File: src/rtl/spi_gap_pkg.sv
package spi_gap_pkg;
    typedef enum logic [1:0] {
        ST_IDLE = 2'd0,
        ST_LEAD = 2'd1,
        ST_ACT  = 2'd2,
        ST_TAIL = 2'd3
    } spi_st_e;
endpackage

File: src/rtl/spi_gap_timer.sv
module spi_gap_timer #(
    parameter int W = 8
) (
    input  logic         clk,
    input  logic         rst_n,
    input  logic         load_i,
    input  logic [W-1:0] val_i,
    output logic         zero_o
);
    logic [W-1:0] cnt_d, cnt_q;

    always_comb begin
        cnt_d = cnt_q;
        if (load_i)
            cnt_d = val_i;
        else if (cnt_q != '0)
            cnt_d = cnt_q - 1'b1;
    end

    always_ff @(posedge clk or negedge rst_n) begin
        if (!rst_n) cnt_q <= '0;
        else        cnt_q <= cnt_d;
    end

    assign zero_o = (cnt_q == '0);

    AST_TMR_STAYS_EXPIRED: assert property (@(posedge clk) disable iff (!rst_n)
        (zero_o && !load_i) |=> zero_o);
endmodule

File: src/rtl/spi_gap_bitsel.sv
module spi_gap_bitsel #(
    parameter int WORD_W = 32
) (
    input  logic [$clog2(WORD_W)-1:0] len_i,
    input  logic [$clog2(WORD_W):0]   k_i,
    input  logic                      lsb_i,
    output logic [$clog2(WORD_W)-1:0] idx_o,
    output logic                      last_o,
    output logic [$clog2(WORD_W):0]   nbits_o
);
    localparam int LEN_W = $clog2(WORD_W);
    localparam int CNT_W = LEN_W + 1;

    logic [CNT_W-1:0] msb_pos;

    always_comb begin
        nbits_o = (len_i == '0) ? CNT_W'(WORD_W) : {1'b0, len_i};
        msb_pos = nbits_o - 1'b1 - k_i;
        idx_o   = lsb_i ? k_i[LEN_W-1:0] : msb_pos[LEN_W-1:0];
        last_o  = (k_i == nbits_o - 1'b1);
    end
endmodule

File: src/rtl/spi_gap_master.sv
module spi_gap_master
    import spi_gap_pkg::*;
#(
    parameter int WORD_W = 32,
    parameter int DIV_W  = 8,
    parameter int GAP_W  = 4
) (
    input  logic                      clk,
    input  logic                      rst_n,
    input  logic                      cfg_slave,
    input  logic                      cfg_ie,
    input  logic                      cfg_cpol,
    input  logic                      cfg_lsb,
    input  logic [1:0]                cfg_wcnt,
    input  logic [$clog2(WORD_W)-1:0] cfg_len,
    input  logic [GAP_W-1:0]          cfg_gap,
    input  logic [DIV_W-1:0]          cfg_div,
    input  logic                      start,
    input  logic                      irq_clr,
    input  logic [WORD_W-1:0]         tx0,
    input  logic [WORD_W-1:0]         tx1,
    output logic [WORD_W-1:0]         rx0,
    output logic [WORD_W-1:0]         rx1,
    output logic                      busy,
    output logic                      flag,
    output logic                      irq,
    output logic                      sclk,
    output logic                      mosi,
    input  logic                      miso,
    output logic                      ss_n
);
    localparam int LEN_W = $clog2(WORD_W);
    localparam int CNT_W = LEN_W + 1;
    localparam int TMR_W = DIV_W + GAP_W + 3;

    typedef struct packed {
        spi_st_e          st;
        logic             word;
        logic [CNT_W-1:0] bitk;
        logic             phase;
        logic             ss_n;
        logic             mosi;
        logic             flag;
        logic [WORD_W-1:0] rx0;
        logic [WORD_W-1:0] rx1;
    } regs_t;

    localparam regs_t RST = '{st: ST_IDLE, word: 1'b0, bitk: '0, phase: 1'b0,
                              ss_n: 1'b1, mosi: 1'b0, flag: 1'b0, rx0: '0, rx1: '0};

    regs_t d, q;

    logic             tmr_ld, tmr_zero, last_bit, burst;
    logic [TMR_W-1:0] tmr_val, gap_m1;
    logic [LEN_W-1:0] idx;
    logic [CNT_W-1:0] nbits;
    logic [WORD_W-1:0] txw;

    spi_gap_timer #(.W(TMR_W)) tmr_i (
        .clk(clk), .rst_n(rst_n), .load_i(tmr_ld), .val_i(tmr_val), .zero_o(tmr_zero)
    );

    spi_gap_bitsel #(.WORD_W(WORD_W)) sel_i (
        .len_i(cfg_len), .k_i(q.bitk), .lsb_i(cfg_lsb),
        .idx_o(idx), .last_o(last_bit), .nbits_o(nbits)
    );

    assign gap_m1 = (((TMR_W'(cfg_gap) + TMR_W'(2)) * (TMR_W'(cfg_div) + TMR_W'(1))) << 1)
                    - TMR_W'(1);

    always_comb begin
        d       = q;
        tmr_ld  = 1'b0;
        tmr_val = TMR_W'(cfg_div);
        burst   = (cfg_wcnt == 2'b01);
        txw     = q.word ? tx1 : tx0;
        if (irq_clr) d.flag = 1'b0;
        case (q.st)
            ST_IDLE: begin
                if (start && !cfg_slave) begin
                    d.st    = ST_LEAD;
                    d.ss_n  = 1'b0;
                    d.word  = 1'b0;
                    d.bitk  = '0;
                    d.phase = 1'b0;
                    tmr_ld  = 1'b1;
                end
            end
            ST_LEAD: begin
                if (tmr_zero) begin
                    d.phase = 1'b1;
                    d.mosi  = txw[idx];
                    if (q.bitk == '0) begin
                        if (q.word) d.rx1 = '0;
                        else        d.rx0 = '0;
                    end
                    d.st   = ST_ACT;
                    tmr_ld = 1'b1;
                end
            end
            ST_ACT: begin
                if (tmr_zero) begin
                    d.phase = 1'b0;
                    if (q.word) d.rx1[idx] = miso;
                    else        d.rx0[idx] = miso;
                    tmr_ld = 1'b1;
                    if (last_bit) begin
                        if (!q.word && burst) begin
                            d.st    = ST_LEAD;
                            d.word  = 1'b1;
                            d.bitk  = '0;
                            tmr_val = gap_m1;
                        end else begin
                            d.st = ST_TAIL;
                        end
                    end else begin
                        d.bitk = q.bitk + 1'b1;
                        d.st   = ST_LEAD;
                    end
                end
            end
            ST_TAIL: begin
                if (tmr_zero) begin
                    d.st   = ST_IDLE;
                    d.ss_n = 1'b1;
                    d.mosi = 1'b0;
                    d.flag = 1'b1;
                end
            end
            default: d.st = ST_IDLE;
        endcase
    end

    always_ff @(posedge clk or negedge rst_n) begin
        if (!rst_n) q <= RST;
        else        q <= d;
    end

    assign rx0  = q.rx0;
    assign rx1  = q.rx1;
    assign busy = (q.st != ST_IDLE);
    assign flag = q.flag;
    assign irq  = q.flag & cfg_ie;
    assign sclk = cfg_cpol ^ q.phase;
    assign mosi = q.mosi;
    assign ss_n = q.ss_n;

    AST_SS_HELD: assert property (@(posedge clk) disable iff (!rst_n)
        busy |-> !ss_n);
    AST_START_ENTRY: assert property (@(posedge clk) disable iff (!rst_n)
        (start && !cfg_slave && !busy) |=> (busy && !ss_n));
    AST_SLAVE_IGNORE: assert property (@(posedge clk) disable iff (!rst_n)
        (cfg_slave && !busy) |=> !busy);
    AST_IDLE_LEVEL: assert property (@(posedge clk) disable iff (!rst_n)
        (q.st != ST_ACT) |-> (sclk == cfg_cpol));
    AST_BIT_RANGE: assert property (@(posedge clk) disable iff (!rst_n)
        busy |-> (q.bitk < nbits));
    AST_WORD1_BURST: assert property (@(posedge clk) disable iff (!rst_n)
        (busy && q.word) |-> (cfg_wcnt == 2'b01));
    AST_FLAG_CLEAR: assert property (@(posedge clk) disable iff (!rst_n)
        (irq_clr && !(q.st == ST_TAIL && tmr_zero)) |=> !flag);
endmodule

File: config.mk
export PLATFORM = sky130hd
export DESIGN_NAME = spi_gap_master
export DESIGN_NICKNAME = d
export VERILOG_FILES = /design/src/rtl/spi_gap_pkg.sv /design/src/rtl/spi_gap_timer.sv /design/src/rtl/spi_gap_bitsel.sv /design/src/rtl/spi_gap_master.sv
export SDC_FILE = /design/constraint.sdc
export NUM_CORES = 1
export LEC_CHECK = 0
export BUFFER_PORTS_ARGS = -buffer_cell sky130_fd_sc_hd__buf_2
export CAP_MARGIN = 15
export CORE_ASPECT_RATIO = 1.25
export CORE_MARGIN = 2
export CORE_UTILIZATION = 50
export DETAILED_ROUTE_END_ITERATION = 8
export HOLD_SLACK_MARGIN = 0.08
export PLACE_DENSITY = 0.77
export SYNTH_ARGS = -nofsm -noshare
export SYNTH_HDL_FRONTEND = slang
export SYNTH_SLANG_ARGS = --single-unit
File: constraint.sdc
create_clock -name clk -period 3.35 [get_ports clk]
set_input_delay 0.5025 -clock clk [delete_from_list [all_inputs] [get_ports clk]]
set_output_delay 0.5025 -clock clk [all_outputs]
set_load 0.01 [all_outputs]
Yosys cells after proc, flatten, opt, wreduce, memory -nomap -nowiden
Cells that the tools add are included.

word-level totals
  bits in read-only memories = 0
  register bits = 92
  memories = 0
  output and inout bits = 70
  logic and storage cells = 110
  bits in writable memories = 0
  latch bits = 0
  input port bits = 92

cells by class
  multiplexer cells = 45
  magnitude comparators = 2
  reduce and logical (&&, ||, !) cells = 26
  eq/ne operators = 17
  multipliers = 1
  $add $sub $neg = 7
  bitwise operators = 2
  div/mod/pow operators = 0
  shift-type cells = 0

operator list
  kind                     number
  $mux W64                 3
  $mux W32                 5
  $pmux W64 S2             1
  $mux W15                 6
  $bwmux W32               2
  $sub A15 B1 Y15 const B  2
  $ne A2 B2 Y1 const B     8
  $logic_not A15 Y1        1
  $reduce_bool A15 Y1      1
  $mul A5 B9 Y14           1
  $pmux W7 S2              1
  $mux W6                  2
  $reduce_and A4 Y1        3
  $reduce_and A6 Y1        2
  $reduce_bool A2 Y1       6
  $mux W11                 1
  $mux W10                 1
  $add A8 B1 Y9 const B    1
  $mux W1                  9
  $mux W2                  4
  $pmux W2 S4              1
  $mux W7                  1
  $add A6 B1 Y6 const B    1
  $eq A6 B6 Y1             1
  other kinds (26)         36

Longest topological paths before layout
  word-level depth = 13
  mapped depth = 19
  mapped depth without buffers = 19

Hierarchy
Synthesis repeated with hierarchy kept, for this count alone.

unflattened totals
  cells, all modules = 883
  area total of the unflattened synthesis = 8129.0 sq um

modules (own cells, without submodules)
  module          cells an instance  area an instance (sq um)  times used  seq. area each (sq um)
  spi_gap_master  756                6972.9                    1           1928.1
  spi_gap_timer   79                 829.5                     1           375.4
  spi_gap_bitsel  48                 326.6                     1           0.0

Least setup slack after synthesis
Ideal clock, no wire load.

  path type = input-to-reg
  start = input cfg_div[0]
  end = register tmr_i.cnt_q[14]
  cell stages on the path = 18
  slack = -1.605 ns
  data required time = 3.216 ns
  setup time = 0.134 ns
  arrival = 4.821 ns
  buffers on the path = 0
  path through = ha_1 > nand3_1 > xor2_1 > nor2_1 > fa_1 > fa_1 > inv_1 > fa_1 > inv_1 > ha_1 > o21ai_0 > or3_1 > o2111ai_1 > a211oi_1 > nand4_1 > nor4_1 > xnor2_1 > o22ai_1

between the ends
  word-level cells in the longest chain between the ends = 8

RTL lines
  element                 RTL line               source
  start: declaration      spi_gap_master.sv:17   input logic [DIV_W-1:0] cfg_div,
  $add A8 B1 Y9           spi_gap_master.sv:68   assign gap_m1 = (((TMR_W'(cfg_gap) + TMR_W'(2)) * (TMR_W'(cfg_div) + TMR_W'(1))) << 1)
  $mul A5 B9 Y14          spi_gap_master.sv:68
  $sub A15 B1 Y15         spi_gap_master.sv:69   - TMR_W'(1);
  $mux W15                spi_gap_master.sv:108  if (!q.word && burst) begin
  $mux W15                spi_gap_master.sv:107  if (last_bit) begin
  $mux W15                spi_gap_master.sv:102  if (tmr_zero) begin
  $mux W15                spi_gap_master.sv:78   case (q.st)
  $mux W15                spi_gap_timer.sv:14    if (load_i)
  end signal: assignment  spi_gap_timer.sv:22    else cnt_q <= cnt_d;
  end: declaration        spi_gap_timer.sv:10    logic [W-1:0] cnt_d, cnt_q;

No other way between the ends.
A chain may end at the register's enable or synchronous reset.

Worst setup path in the final report
  start = input cfg_div[1]
  end = register tmr_i.cnt_q[12]

The elaborated chain is that of the path after synthesis.

==> flow_summary.toml <==
[status]
outcome = "complete, but fails checks"
violations = "setup timing"

[placed_design]
io_buffers = 161
dpl.hpwl_um = 16600
dp.cells = 1281
place_congestion = 0.839

[synth]
postSynthRegisterBits = 92
netlist_instances = 915
synth.distinct_cells = 62
synthesis.area_um2 = 7960
syn_area_per_cell_um2 = 8.70
synthArstFlopShare = 1.00
synth_top_area_cell = "dfrtp_1"
synthTopCellsByArea = "dfrtp_1 (29%), buf_4 (6.0%), ha_1 (6.0%), fa_1 (5.5%), nand2_1 (4.6%)"
yosysWarnings = 0
synth.top_cell.area_share = 0.286
ys_seq_area_frac = 0.289
synth.most_common_cell = "nand2_1"
syn_nets = 1067
synth_edf_count = 0
synth_commonest_cells = "nand2_1 (97), dfrtp_1 (91), buf_4 (64)"
synth-main-ff-cell = "dfrtp_1"

[critical_path]
path_max_fanout = 4
startpoint = "cfg_div[1]"
arrival_ps = 4440
ff2ff_path_depth = 8
r2r_start = "tmr_i.cnt_q[4]"
critPathCaptureType = "flop"
endpoint = "tmr_i.cnt_q[12]"
critical_path_class = "input pin to flop"
crit_required_ps = 3580
reg2reg_slack_ps = 220
cp-start-kind = "input pin"
rr_endpoint = "q[73]"

[sta]
fin_ws_ps = -859
rsz0062_at_grt = "yes"
max_freq_mhz = 238
fin_hold_ws_ps = 327
timing.setup.tns_ps = -6640
post-route-period-util = 1.26
slew_headroom = 0.541
finalHoldViolCount = 0
worst_slew_pin_slew_ps = 681
clock-skew-final_ps = 7.72
period_needed_ps = 4210
setup_viol = 10
drv_slew = 0

[floorplanning]
die_w_um = 117
initial_core_util = 0.511
die_h_um = 145
io_pins = 162
rows = 51
fp.dieArea_um2 = 17000
core_um2 = 15600

[cells_and_area]
layout-drive-gt1-share = 0.359
fillers = 1310
stdcell_count = 1312
seqCellArea_um2 = 2300
nNetsFinal = 1245
multiInputGateArea_um2 = 5300
area_growth_pct = 26.7

[cts]
clkLatencyLatePin_ps = 350
htreeDepth = 3
path_clk_slew_ps = 60
cts-root-buf = "clkbuf_16"
cts.sinks = 92
cts_buffers = 9
cts_tree = "yes"
clockBufferDepth = 2

[route]
viasPerCell = 5.59
wl_um = 21700
ant_nets = 0
drt_iter0_markers = 534
vias = 7339
wl_per_cell_um = 16.5
drc = 0
dr.pass1.iters = 5

[power]
power.leakage_nw = 4.65
clkPwrFrac = 0.165
p_int_mw = 3.65
power_mw = 6.22
combPwrFrac = 0.575
pwr-share-seq = 0.260
vdd_drop_max_v = 0.000289
p_sw_mw = 2.56
switching_share = 0.412
power.density_nw_per_um2 = 616

[global_routing]
grt_max_degree = 82
first_global_vias = 7519
overflow = 0
track_usage = 0.261
grt_pass1_wl_um = 35500
grt_antenna_before_repair = 2

[worst_hold_path]
min_from = "irq_clr"
hp-class = "input pin to flop"

[flow_run]
drv_cap = 0
-- stage by stage --
| stage | setup WS, ps | utilization | instance area, um2 |
|---|---|---|---|
| after global placement | -1220 | 0.605 | 9420 |
| final | -859 | 0.648 | 10100 |
| after global routing | -1080 | 0.648 | 10100 |
| after floorplan | -978 | - | 8210 |
| after CTS | -882 | 0.642 | 10000 |
| after detailed placement | -1340 | 0.605 | 9420 |
-- layer usage --
metal	up-vias	track usage	part of all wire
li1	3535	-	-
met1	3564	0.283	0.37
met2	198	0.490	0.55
met3	42	0.0409	0.049
met4	0	0.105	0.025
met5	-	0	0
-- state kept, by name, summed over array words and instances, names as in the netlist --
name / count
flag: 1
mosi: 1
q: 10
rx0: 32
rx1: 32
ss_n: 1
tmr_i.cnt_q: 15
-- area by class of cell --
type                    instances  area share
multi-input cells             661       0.526
clock inverters                 5     0.00608
diodes                          2    0.000496
repair buffers                273       0.169
well taps                     212      0.0263
inverters                      56      0.0208
clock buffers                  11      0.0231
flip-flops and latches         92       0.228
-- power groups by stage --
| stage | combinational (mW) | sequential [mW] | clock, mW |
|---|---|---|---|
| after floorplan | 2.44 | 1.55 | 0 |
| after global placement | 3.20 | 1.60 | 0 |
| after detailed placement | 3.28 | 1.63 | 0 |
| after CTS | 3.48 | 1.61 | 1.03 |
| after global routing | 3.93 | 1.65 | 1.08 |
| final | 3.57 | 1.61 | 1.03 |
-- worst max-delay path: stages --
cell      delay [ps]
buf_8            110
ha_4             170
xnor2_2          210
nand2b_1         150
fa_1             430
fa_1             510
fa_1             550
inv_1             70
ha_4             260
buf_4            140
xnor2_2          150
nand3b_1         220
nor3_2           270
nand4_1          190
o21a_1           220
o211ai_1         170
o31ai_1           90
-- how the worst min path moves through the flow --
stage          endpoint  depth (start not counted)
3_5_place_dp    rx0[15]                          1
4_1_cts            flag                          2
2_1_floorplan      flag                          0
5_1_grt            flag                          2
3_3_place_gp    rx0[12]                          1
6_report           flag                          2
-- cells in the final DEF, fill, tap and decap left out, drive strengths merged, types with 3 or more instances in the layout --
cell type  synthesis  layout
dfrtp             91      91
o31ai              7       7
ha                38      38
nand3b             6       6
a31oi              5       5
nand2b            14      14
a21oi             19      19
clkbuf            37      11
buf               69     272
clkinvlp           0       3
or3                8       8
nor3b              8       8
or4                4       4
and2              10      10
and3               4       4
o211ai            40      40
inv               56      57
nor2              54      54
nor2b             13      13
nor4               5       5
a22oi             15      15
xor2              18      18
o22ai             10      10
mux2              33      33
nor3              20      20
nand4              7       7
mux2i             30      30
o21ai             27      27
a22o              32      32
nand2             97      97
xnor2             25      25
fa                22      22
nand3             60      60
-- logic make-up after synthesis --
family,after synthesis,synth area share
compound gates,177,0.159
xor+xnor,43,0.0473
fa+ha+maj,60,0.115
buf+inv,162,0.107
flops,92,0.289
mux,63,0.0844
simple gates,318,0.198
-- what timing repair did --
action	CTS	global route
hold buffers	1	0
hold endpoints to repair	10	0
setup endpoints to repair	10	34
gates cloned	0	0
setup buffers	13	0
pin swaps	27	8
gates resized for setup	36	18
Note: power is estimated with default switching activity, not from simulation.
